===== config.mk =====
export PLATFORM = sky130hd
export DESIGN_NAME = xpair_cascade_ctrl
export DESIGN_NICKNAME = d
export VERILOG_FILES = /design/src/rtl/xpc_pkg.sv /design/src/rtl/xpc_ctl_bank.sv /design/src/rtl/xpc_link.sv /design/src/rtl/xpc_counter.sv /design/src/rtl/xpair_cascade_ctrl.sv
export SDC_FILE = /design/constraint.sdc
export NUM_CORES = 1
export LEC_CHECK = 0
export ABC_AREA = 1
export BUFFER_PORTS_ARGS = -buffer_cell sky130_fd_sc_hd__clkbuf_2
export CORE_MARGIN = 1.5
export CORE_UTILIZATION = 28
export DETAILED_ROUTE_END_ITERATION = 8
export PLACE_DENSITY = 0.58
export SYNTH_ARGS = -nofsm -noshare
export SYNTH_HDL_FRONTEND = slang
export SYNTH_SLANG_ARGS = --single-unit

===== constraint.sdc =====
create_clock -name clk -period 1.45 [get_ports clk]
set_clock_uncertainty 0.1 [all_clocks]
set_input_delay 0.145 -clock clk [delete_from_list [all_inputs] [get_ports clk]]
set_output_delay 0.145 -clock clk [all_outputs]
set_load 0.01 [all_outputs]

===== src/rtl/xpc_pkg.sv =====
package xpc_pkg;
  // Four counters: pair A = {0,1}, pair B = {2,3}
  localparam int unsigned NCNT  = 4;
  localparam int unsigned IDX_W = $clog2(NCNT);

  // Normal link: the same slot in the other pair
  function automatic int unsigned base_mate(int unsigned i);
    return i ^ 2;
  endfunction

  // Alternate link: the opposite slot in the other pair
  function automatic int unsigned alt_mate(int unsigned i);
    return (NCNT - 1) - i;
  endfunction
endpackage


===== src/rtl/xpc_ctl_bank.sv =====
module xpc_ctl_bank
  import xpc_pkg::*;
#(
  parameter logic [NCNT-1:0] EXT_CAP = 4'b0101
) (
  input  logic             clk,
  input  logic             rst_n,
  input  logic             cfg_we,
  input  logic [IDX_W-1:0] cfg_idx,
  input  logic             cfg_en,
  input  logic             cfg_casc,
  input  logic             cfg_ext,
  input  logic             cfg_irq,
  output logic [NCNT-1:0]  en_q,
  output logic [NCNT-1:0]  casc_q,
  output logic [NCNT-1:0]  ext_q,
  output logic [NCNT-1:0]  irq_q
);
  for (genvar g = 0; g < NCNT; g++) begin : g_slot
    logic hit;
    assign hit = cfg_we && (cfg_idx == IDX_W'(g));

    always_ff @(posedge clk) begin
      if (!rst_n) begin
        en_q[g]   <= 1'b0;
        casc_q[g] <= 1'b0;
        ext_q[g]  <= 1'b0;
        irq_q[g]  <= 1'b0;
      end else if (hit) begin
        en_q[g]   <= cfg_en;
        casc_q[g] <= cfg_casc;
        ext_q[g]  <= cfg_ext & EXT_CAP[g];
        irq_q[g]  <= cfg_irq;
      end
    end

    if (!EXT_CAP[g]) begin : g_noext
      AST_EXT_ABSENT: assert property (@(posedge clk) disable iff (!rst_n)
        !ext_q[g]);
    end
  end
endmodule


===== src/rtl/xpc_link.sv =====
module xpc_link
  import xpc_pkg::*;
(
  input  logic            clk,
  input  logic            rst_n,
  input  logic [NCNT-1:0] en_q,
  input  logic [NCNT-1:0] casc_q,
  input  logic [NCNT-1:0] ext_q,
  input  logic [NCNT-1:0] ovf_q,
  output logic [NCNT-1:0] run
);
  for (genvar g = 0; g < NCNT; g++) begin : g_lnk
    localparam int unsigned BM = base_mate(g);
    localparam int unsigned AM = alt_mate(g);
    logic mate_ovf;
    logic link_on;

    // The alternate link overrides the normal link when both are set
    assign mate_ovf = ext_q[g] ? ovf_q[AM] : ovf_q[BM];
    assign link_on  = ext_q[g] | casc_q[g];
    assign run[g]   = en_q[g] | (link_on & mate_ovf);

    AST_EXT_WINS: assert property (@(posedge clk) disable iff (!rst_n)
      (ext_q[g] && !en_q[g] && !ovf_q[AM]) |-> !run[g]);
    AST_CASC_WAIT: assert property (@(posedge clk) disable iff (!rst_n)
      (!en_q[g] && !ext_q[g] && !ovf_q[BM]) |-> !run[g]);
  end
endmodule


===== src/rtl/xpc_counter.sv =====
module xpc_counter #(
  parameter int unsigned CNT_W = 40
) (
  input  logic             clk,
  input  logic             rst_n,
  input  logic             run,
  input  logic             inc,
  input  logic             ld,
  input  logic [CNT_W-1:0] ld_val,
  input  logic             clr,
  output logic [CNT_W-1:0] cnt,
  output logic             ovf
);
  logic step;
  logic wrap;
  assign step = run && inc && !ld;
  assign wrap = step && (cnt == {CNT_W{1'b1}});

  always_ff @(posedge clk) begin
    if (!rst_n) begin
      cnt <= '0;
      ovf <= 1'b0;
    end else begin
      if (ld)        cnt <= ld_val;
      else if (step) cnt <= cnt + 1'b1;
      if (wrap)      ovf <= 1'b1;
      else if (clr)  ovf <= 1'b0;
    end
  end

  AST_HOLD_IDLE: assert property (@(posedge clk) disable iff (!rst_n)
    (!run && !ld) |=> $stable(cnt));
  AST_STEP_ONE: assert property (@(posedge clk) disable iff (!rst_n)
    (run && inc && !ld && cnt != {CNT_W{1'b1}}) |=> cnt == $past(cnt) + 1'b1);
  AST_WRAP_FLAG: assert property (@(posedge clk) disable iff (!rst_n)
    (run && inc && !ld && cnt == {CNT_W{1'b1}}) |=> (cnt == '0) && ovf);
  AST_OVF_STICKY: assert property (@(posedge clk) disable iff (!rst_n)
    (ovf && !clr) |=> ovf);
  AST_LOAD_FIRST: assert property (@(posedge clk) disable iff (!rst_n)
    ld |=> cnt == $past(ld_val));
endmodule


===== src/rtl/xpair_cascade_ctrl.sv =====
module xpair_cascade_ctrl
  import xpc_pkg::*;
#(
  parameter int unsigned      CNT_W   = 40,
  parameter logic [NCNT-1:0]  EXT_CAP = 4'b0101
) (
  input  logic                  clk,
  input  logic                  rst_n,
  input  logic                  cfg_we,
  input  logic [IDX_W-1:0]      cfg_idx,
  input  logic                  cfg_en,
  input  logic                  cfg_casc,
  input  logic                  cfg_ext,
  input  logic                  cfg_irq,
  input  logic                  ld_we,
  input  logic [IDX_W-1:0]      ld_idx,
  input  logic [CNT_W-1:0]      ld_val,
  input  logic [NCNT-1:0]       ovf_clr,
  input  logic [NCNT-1:0]       evt,
  output logic [NCNT*CNT_W-1:0] cnt_o,
  output logic [NCNT-1:0]       ovf_o,
  output logic [NCNT-1:0]       run_o,
  output logic                  irq_o
);
  logic [NCNT-1:0] en_q, casc_q, ext_q, irq_q;

  xpc_ctl_bank #(.EXT_CAP(EXT_CAP)) u_bank (
    .clk(clk), .rst_n(rst_n),
    .cfg_we(cfg_we), .cfg_idx(cfg_idx),
    .cfg_en(cfg_en), .cfg_casc(cfg_casc), .cfg_ext(cfg_ext), .cfg_irq(cfg_irq),
    .en_q(en_q), .casc_q(casc_q), .ext_q(ext_q), .irq_q(irq_q)
  );

  xpc_link u_link (
    .clk(clk), .rst_n(rst_n),
    .en_q(en_q), .casc_q(casc_q), .ext_q(ext_q), .ovf_q(ovf_o),
    .run(run_o)
  );

  for (genvar g = 0; g < NCNT; g++) begin : g_cnt
    xpc_counter #(.CNT_W(CNT_W)) u_cnt (
      .clk(clk), .rst_n(rst_n),
      .run(run_o[g]), .inc(evt[g]),
      .ld(ld_we && (ld_idx == IDX_W'(g))), .ld_val(ld_val),
      .clr(ovf_clr[g]),
      .cnt(cnt_o[g*CNT_W +: CNT_W]), .ovf(ovf_o[g])
    );

    AST_IRQ_RAISED: assert property (@(posedge clk) disable iff (!rst_n)
      (ovf_o[g] && irq_q[g]) |-> irq_o);
  end

  assign irq_o = |(ovf_o & irq_q);

  AST_IRQ_CAUSED: assert property (@(posedge clk) disable iff (!rst_n)
    irq_o |-> ($countones(ovf_o) > 0));
endmodule


======== Yosys cells after proc, flatten, opt, wreduce, memory -nomap -nowiden ========
Index checks and enable logic that the tools add are counted.
cells by class
  reduce and logical (&&, ||, !) cells .... 35
  muxes and demuxes ....................... 18
  add/sub/neg operators ................... 4
  eq/ne operators ......................... 10
  bitwise logic cells ..................... 11
operators by type and width
  operator                 number
  $mux W40                 8
  $add A40 B1 Y40 const B  4
  $eq A40 B40 Y1 const B   4
  $logic_and A1 B1 Y1      20
  $reduce_bool A2 Y1       8
  $mux W1                  10
  $eq A2 B2 Y1 const B     4
  $or A1 B1 Y1             6
  $and A1 B1 Y1            4
  $and A4 B4 Y4            1
  $eq A2 B1 Y1 const B     2
  $logic_not A1 Y1         4
  $logic_not A2 Y1         2
  $reduce_or A4 Y1         1
storage, ports and cells
  bits of input ports ..................... 60
  word-level logic and storage cells ...... 100
  bits in registers ....................... 178

======== Longest topological paths before layout ========
  depth after elaboration ................. 7
  gate-level depth with buffers ........... 11

======== Hierarchy ========
From an unflattened synthesis, not the netlist that was laid out.
unflattened totals
  cell total of the unflattened synthesis .. 2034
  area total of the unflattened synthesis .. 12169.2 µm²
by module, submodules not included
  module                            cells each  area each (µm²)  instances  sequential area each (µm²)
  xpc_counter (g_cnt[0].u_cnt ...)  478         2847.7           3          820.8
  xpc_counter (g_cnt[1].u_cnt)      473         2875.3           1          820.8
  xpc_ctl_bank                      95          610.6            1          280.3
  xpair_cascade_ctrl                16          70.1             1          0.0
  xpc_link                          16          70.1             1          0.0

======== Worst setup path before layout ========
OpenSTA, ideal clock, no wires.
  path kind ............................... flip-flop to flip-flop
  from .................................... register g_cnt[2].u_cnt.cnt[1]
  to ...................................... register g_cnt[2].u_cnt.cnt[32]
  stages on the path, launching flop included .. 11
  arrival time ............................ 1.465 ns
  setup time .............................. 0.128 ns
  required time ........................... 1.222 ns
  path buffers ............................ 0
  path slack .............................. -0.242 ns
  cell sequence ........................... dfxtp_1 > ha_1 > nand3_2 > inv_1 > nand2_1 > nor2_4 > nand3_1 > nand2_1 > nand2_1 > a21oi_1 > nor2_1
on the way
  longest elaborated chain between the ends .. 3
ends and longest elaborated chain
  what                    RTL line           source
  from (decl)             xpc_counter.sv:11  output logic [CNT_W-1:0] cnt,
  from (signal assigned)  xpc_counter.sv:24  if (ld) cnt <= ld_val;
  from (signal assigned)  xpc_counter.sv:25  else if (step) cnt <= cnt + 1'b1;
  $add A40 B1 Y40         xpc_counter.sv:25
  $mux W40                xpc_counter.sv:25
  $mux W40                xpc_counter.sv:24
Every way passes these cells. The select of a mux whose other input is x is not followed.
A chain may end at the register's enable or synchronous reset.

======== Worst setup path after layout ========
  from .................................... register g_cnt[1].u_cnt.cnt[1]
  to ...................................... register g_cnt[1].u_cnt.cnt[36]
on the way
  longest elaborated chain between the ends .. 3
ends and longest elaborated chain
  what                    RTL line
  from (decl)             xpc_counter.sv:11
  from (signal assigned)  xpc_counter.sv:24
  from (signal assigned)  xpc_counter.sv:25
  $add A40 B1 Y40         xpc_counter.sv:25
  $mux W40                xpc_counter.sv:25
  $mux W40                xpc_counter.sv:24
Every way passes these cells. The select of a mux whose other input is x is not followed.

==> impl_metrics.yaml <==
setup_path:
  required_ns: 1.70
  worst-path-max-fanout: 3
  cp_cell_sequence: "ha_4 > nand2_4 > nor2_4 > nand2_4 > buf_4 > nor3_1 > nand3_1 > nand3_2 > a21oi_2"
  crit_path_start_kind: "flip-flop"
  critPathCaptureType: "flip-flop"
  rr_endpoint: "g_cnt[1].u_cnt.cnt[36]"
  critPathKind: "reg2reg"
  r2r-start: "g_cnt[1].u_cnt.cnt[1]"
  r2r_slack_ns: -0.29
  cpMostUsedCell: "nand2_4"
  worst-r2r-cell-count: 9
  path_delay_family: "simple AND/OR/NAND/NOR gates"
  crit_arrival_ns: 1.99
  cpMaxStageDelayCell: "dfxtp_4"
  cpPeakStageDelay_ns: 0.37
  crit_buf_inv: 1
synthesis:
  ys_types: 39
  synth_flop_cell: "dfxtp_1"
  seq_area_frac_synth: 0.293
  yosysTopAreaCellShare: 0.293
  synth_seq_cells: 178
  synth_area_leaders: "dfxtp_1, nand2_1, inv_1"
  synth-async-reset-ratio: 0
  mappedNetlistArea_mm2: 0.0122
  syn_avg_cell_area_um2: 5.99
  syn_nets: 2094
  yosysWarnings: 0
  syn_inst: 2030
  synth_edf_count: 0
  synth.largest_area_cell: "dfxtp_1"
global_route:
  antenna_found_initial: 2
  first_global_vias: 16300
  grt_start_max_net_pins: 67
  grt_usage: 0.273
  grt_pass1_wl_um: 92800
  grt.overflow.total: 0
min_path:
  min_path_cells: 3
  hold_class: "in2reg"
  min_from: "ld_val[12]"
  hold_end: "g_cnt[1].u_cnt.cnt[12]"
final_layout:
  area_delta_synth_final_pct: 81.9
  final_cell_mix: "buf_4, nand2_1, inv_1, clkbuf_2, nor2_1"
  final_common_cell: "buf_4"
  drive_gt1_frac: 0.510
  nNetsFinal: 2845
  final_core_util: 0.515
  diodes: 0
drt:
  totalWireLength_um: 65200
  ant_nets: 0
  first_pass_iters: 7
  drc: 0
  drt-initial-drc-count: 1512
  wl_per_cell_um: 19.3
  avgViaCountPerCell: 5.08
  num_vias: 17200
clocking:
  cts_buffer_depth: 2
  tritoncts: "done"
  path_clk_slew_ns: 0.08
  clkLatencyLatePin_ns: 0.47
  htree_levels: 4
  cts_buffers: 17
  root_buffer: "clkbuf_16"
  clkSinkCount: 178
timing:
  setup_viol: 182
  hold_viol_final: 0
  layout_setup_ws_ns: -0.288
  timing.fmax_mhz: 575
  finalCritPeriodShare: 1.20
  period_needed_ns: 1.74
  slew_headroom: 0.642
  drv_slew: 0
  hold_ws_ns: 0.0179
  tightest_slew_ns: 0.536
  rsz0062_at_grt: "true"
run_status:
  outcome: "finished, violations left"
  violations: "negative setup slack"
power_and_ir_drop:
  p_per_area_mw_per_mm2: 592
  p_leak_nw: 9.44
  ir_drop_v: 0.000770
die:
  fp.dieW_um: 211
  ioPinCount: 229
  rows: 76
  fp.dieH_um: 211
  die-area_mm2: 0.0447
  core_area_mm2: 0.0430
  start_util: 0.283
placement:
  pre_cts_ws_ns: -0.365
  io_buffers: 228
  place_congestion: 0.974
  dp_hpwl_um: 45400
job:
  drv_cap: 0
==> Yosys cell counts (all sizes together) (4+ instances only) <==
cell	n
clkbuf	27
inv	302
nand2	578
xor2	53
nor3	18
nand3	139
nand4	19
o21ai	66
a31oi	41
buf	40
nor2	301
ha	4
a21oi	129
dfxtp	178
o22ai	92
or2	7
xnor2	21
==> worst reg2reg max path, stage by stage (launching register included) <==
cell,delay (ns)
dfxtp_4,0.37
ha_4,0.17
nand2_4,0.07
nor2_4,0.11
nand2_4,0.09
buf_4,0.14
nor3_1,0.27
nand3_1,0.16
nand3_2,0.11
a21oi_2,0.05
==> stage by stage <==
stage	cell area, um^2	setup TNS [ns]	total power (W)	cells
after floorplan	12400	-0.482	0.00623	2030
after global placement	17500	-23.95	0.00750	3230
after detailed placement	17500	-27.22	0.00753	3230
after CTS	20100	-18.08	0.0129	3334
after global routing	22100	-33.18	0.0134	3379
final	22100	-23.64	0.0131	3379
==> flip-flops by register name, indices dropped and copies added (netlist names) <==
signal,flops
g_cnt.u_cnt.ovf,4
u_bank.casc_q,4
u_bank.irq_q,4
u_bank.en_q,4
u_bank.ext_q,2
g_cnt.u_cnt.cnt,160
==> worst max-delay path by stage <==
stage	start	end	depth (start not counted)
finish	g_cnt[1].u_cnt.cnt[1]	g_cnt[1].u_cnt.cnt[36]	9
global route	g_cnt[2].u_cnt.cnt[10]	g_cnt[2].u_cnt.cnt[32]	9
CTS	g_cnt[3].u_cnt.cnt[0]	g_cnt[3].u_cnt.ovf	9
detailed placement	g_cnt[1].u_cnt.ovf	g_cnt[3].u_cnt.ovf	8
global placement	g_cnt[1].u_cnt.ovf	g_cnt[3].u_cnt.ovf	8
floorplan	g_cnt[0].u_cnt.cnt[1]	g_cnt[0].u_cnt.cnt[26]	10
==> power breakdown <==
| part | total (W) | internal (W) | leakage [nW] | switching, W |
|---|---|---|---|---|
| clock | 0.00514 | 0.00270 | 0.292 | 0.00244 |
| sequential | 0.00526 | 0.00502 | 1.52 | 0.000248 |
| combinational | 0.00270 | 0.00120 | 7.63 | 0.00150 |
| total | 0.0131 | 0.00891 | 9.44 | 0.00419 |
==> kinds of logic after synthesis <==
group / share of synthesized area
buffers and inverters: 0.123
XOR/XNOR: 0.0533
AND/OR/NAND/NOR: 0.374
flip-flops: 0.293
adder cells (fa/ha/maj): 0.00412
AO/OA/AOI/OAI: 0.152
==> timing repair <==
item | CTS | global route
cloned | 9 | 5
endpoints found under the setup margin | 177 | 193
endpoints found under the hold margin | 27 | 0
hold buffers | 20 | 0
pin swaps | 114 | 208
gates resized for setup | 350 | 480
setup buffers | 45 | 56
==> cell type report <==
cell class              count  area (um^2)
multi-input cells        1483         9440
flip-flops and latches    178         3860
fillers                  4112        20900
clock buffers              18          450
inverters                 303         1180
well taps                 585          732
repair buffers            798         6290
clock inverters            14          161
==> layer usage <==
layer,vias to the layer above,GRT usage,part of all wire
li1,8009,-,-
met1,8106,0.351,0.40
met2,879,0.444,0.46
met3,183,0.0476,0.091
met4,2,0.122,0.052
met5,-,0,0.00014
No activity file was read; power rests on OpenSTA's default activity.
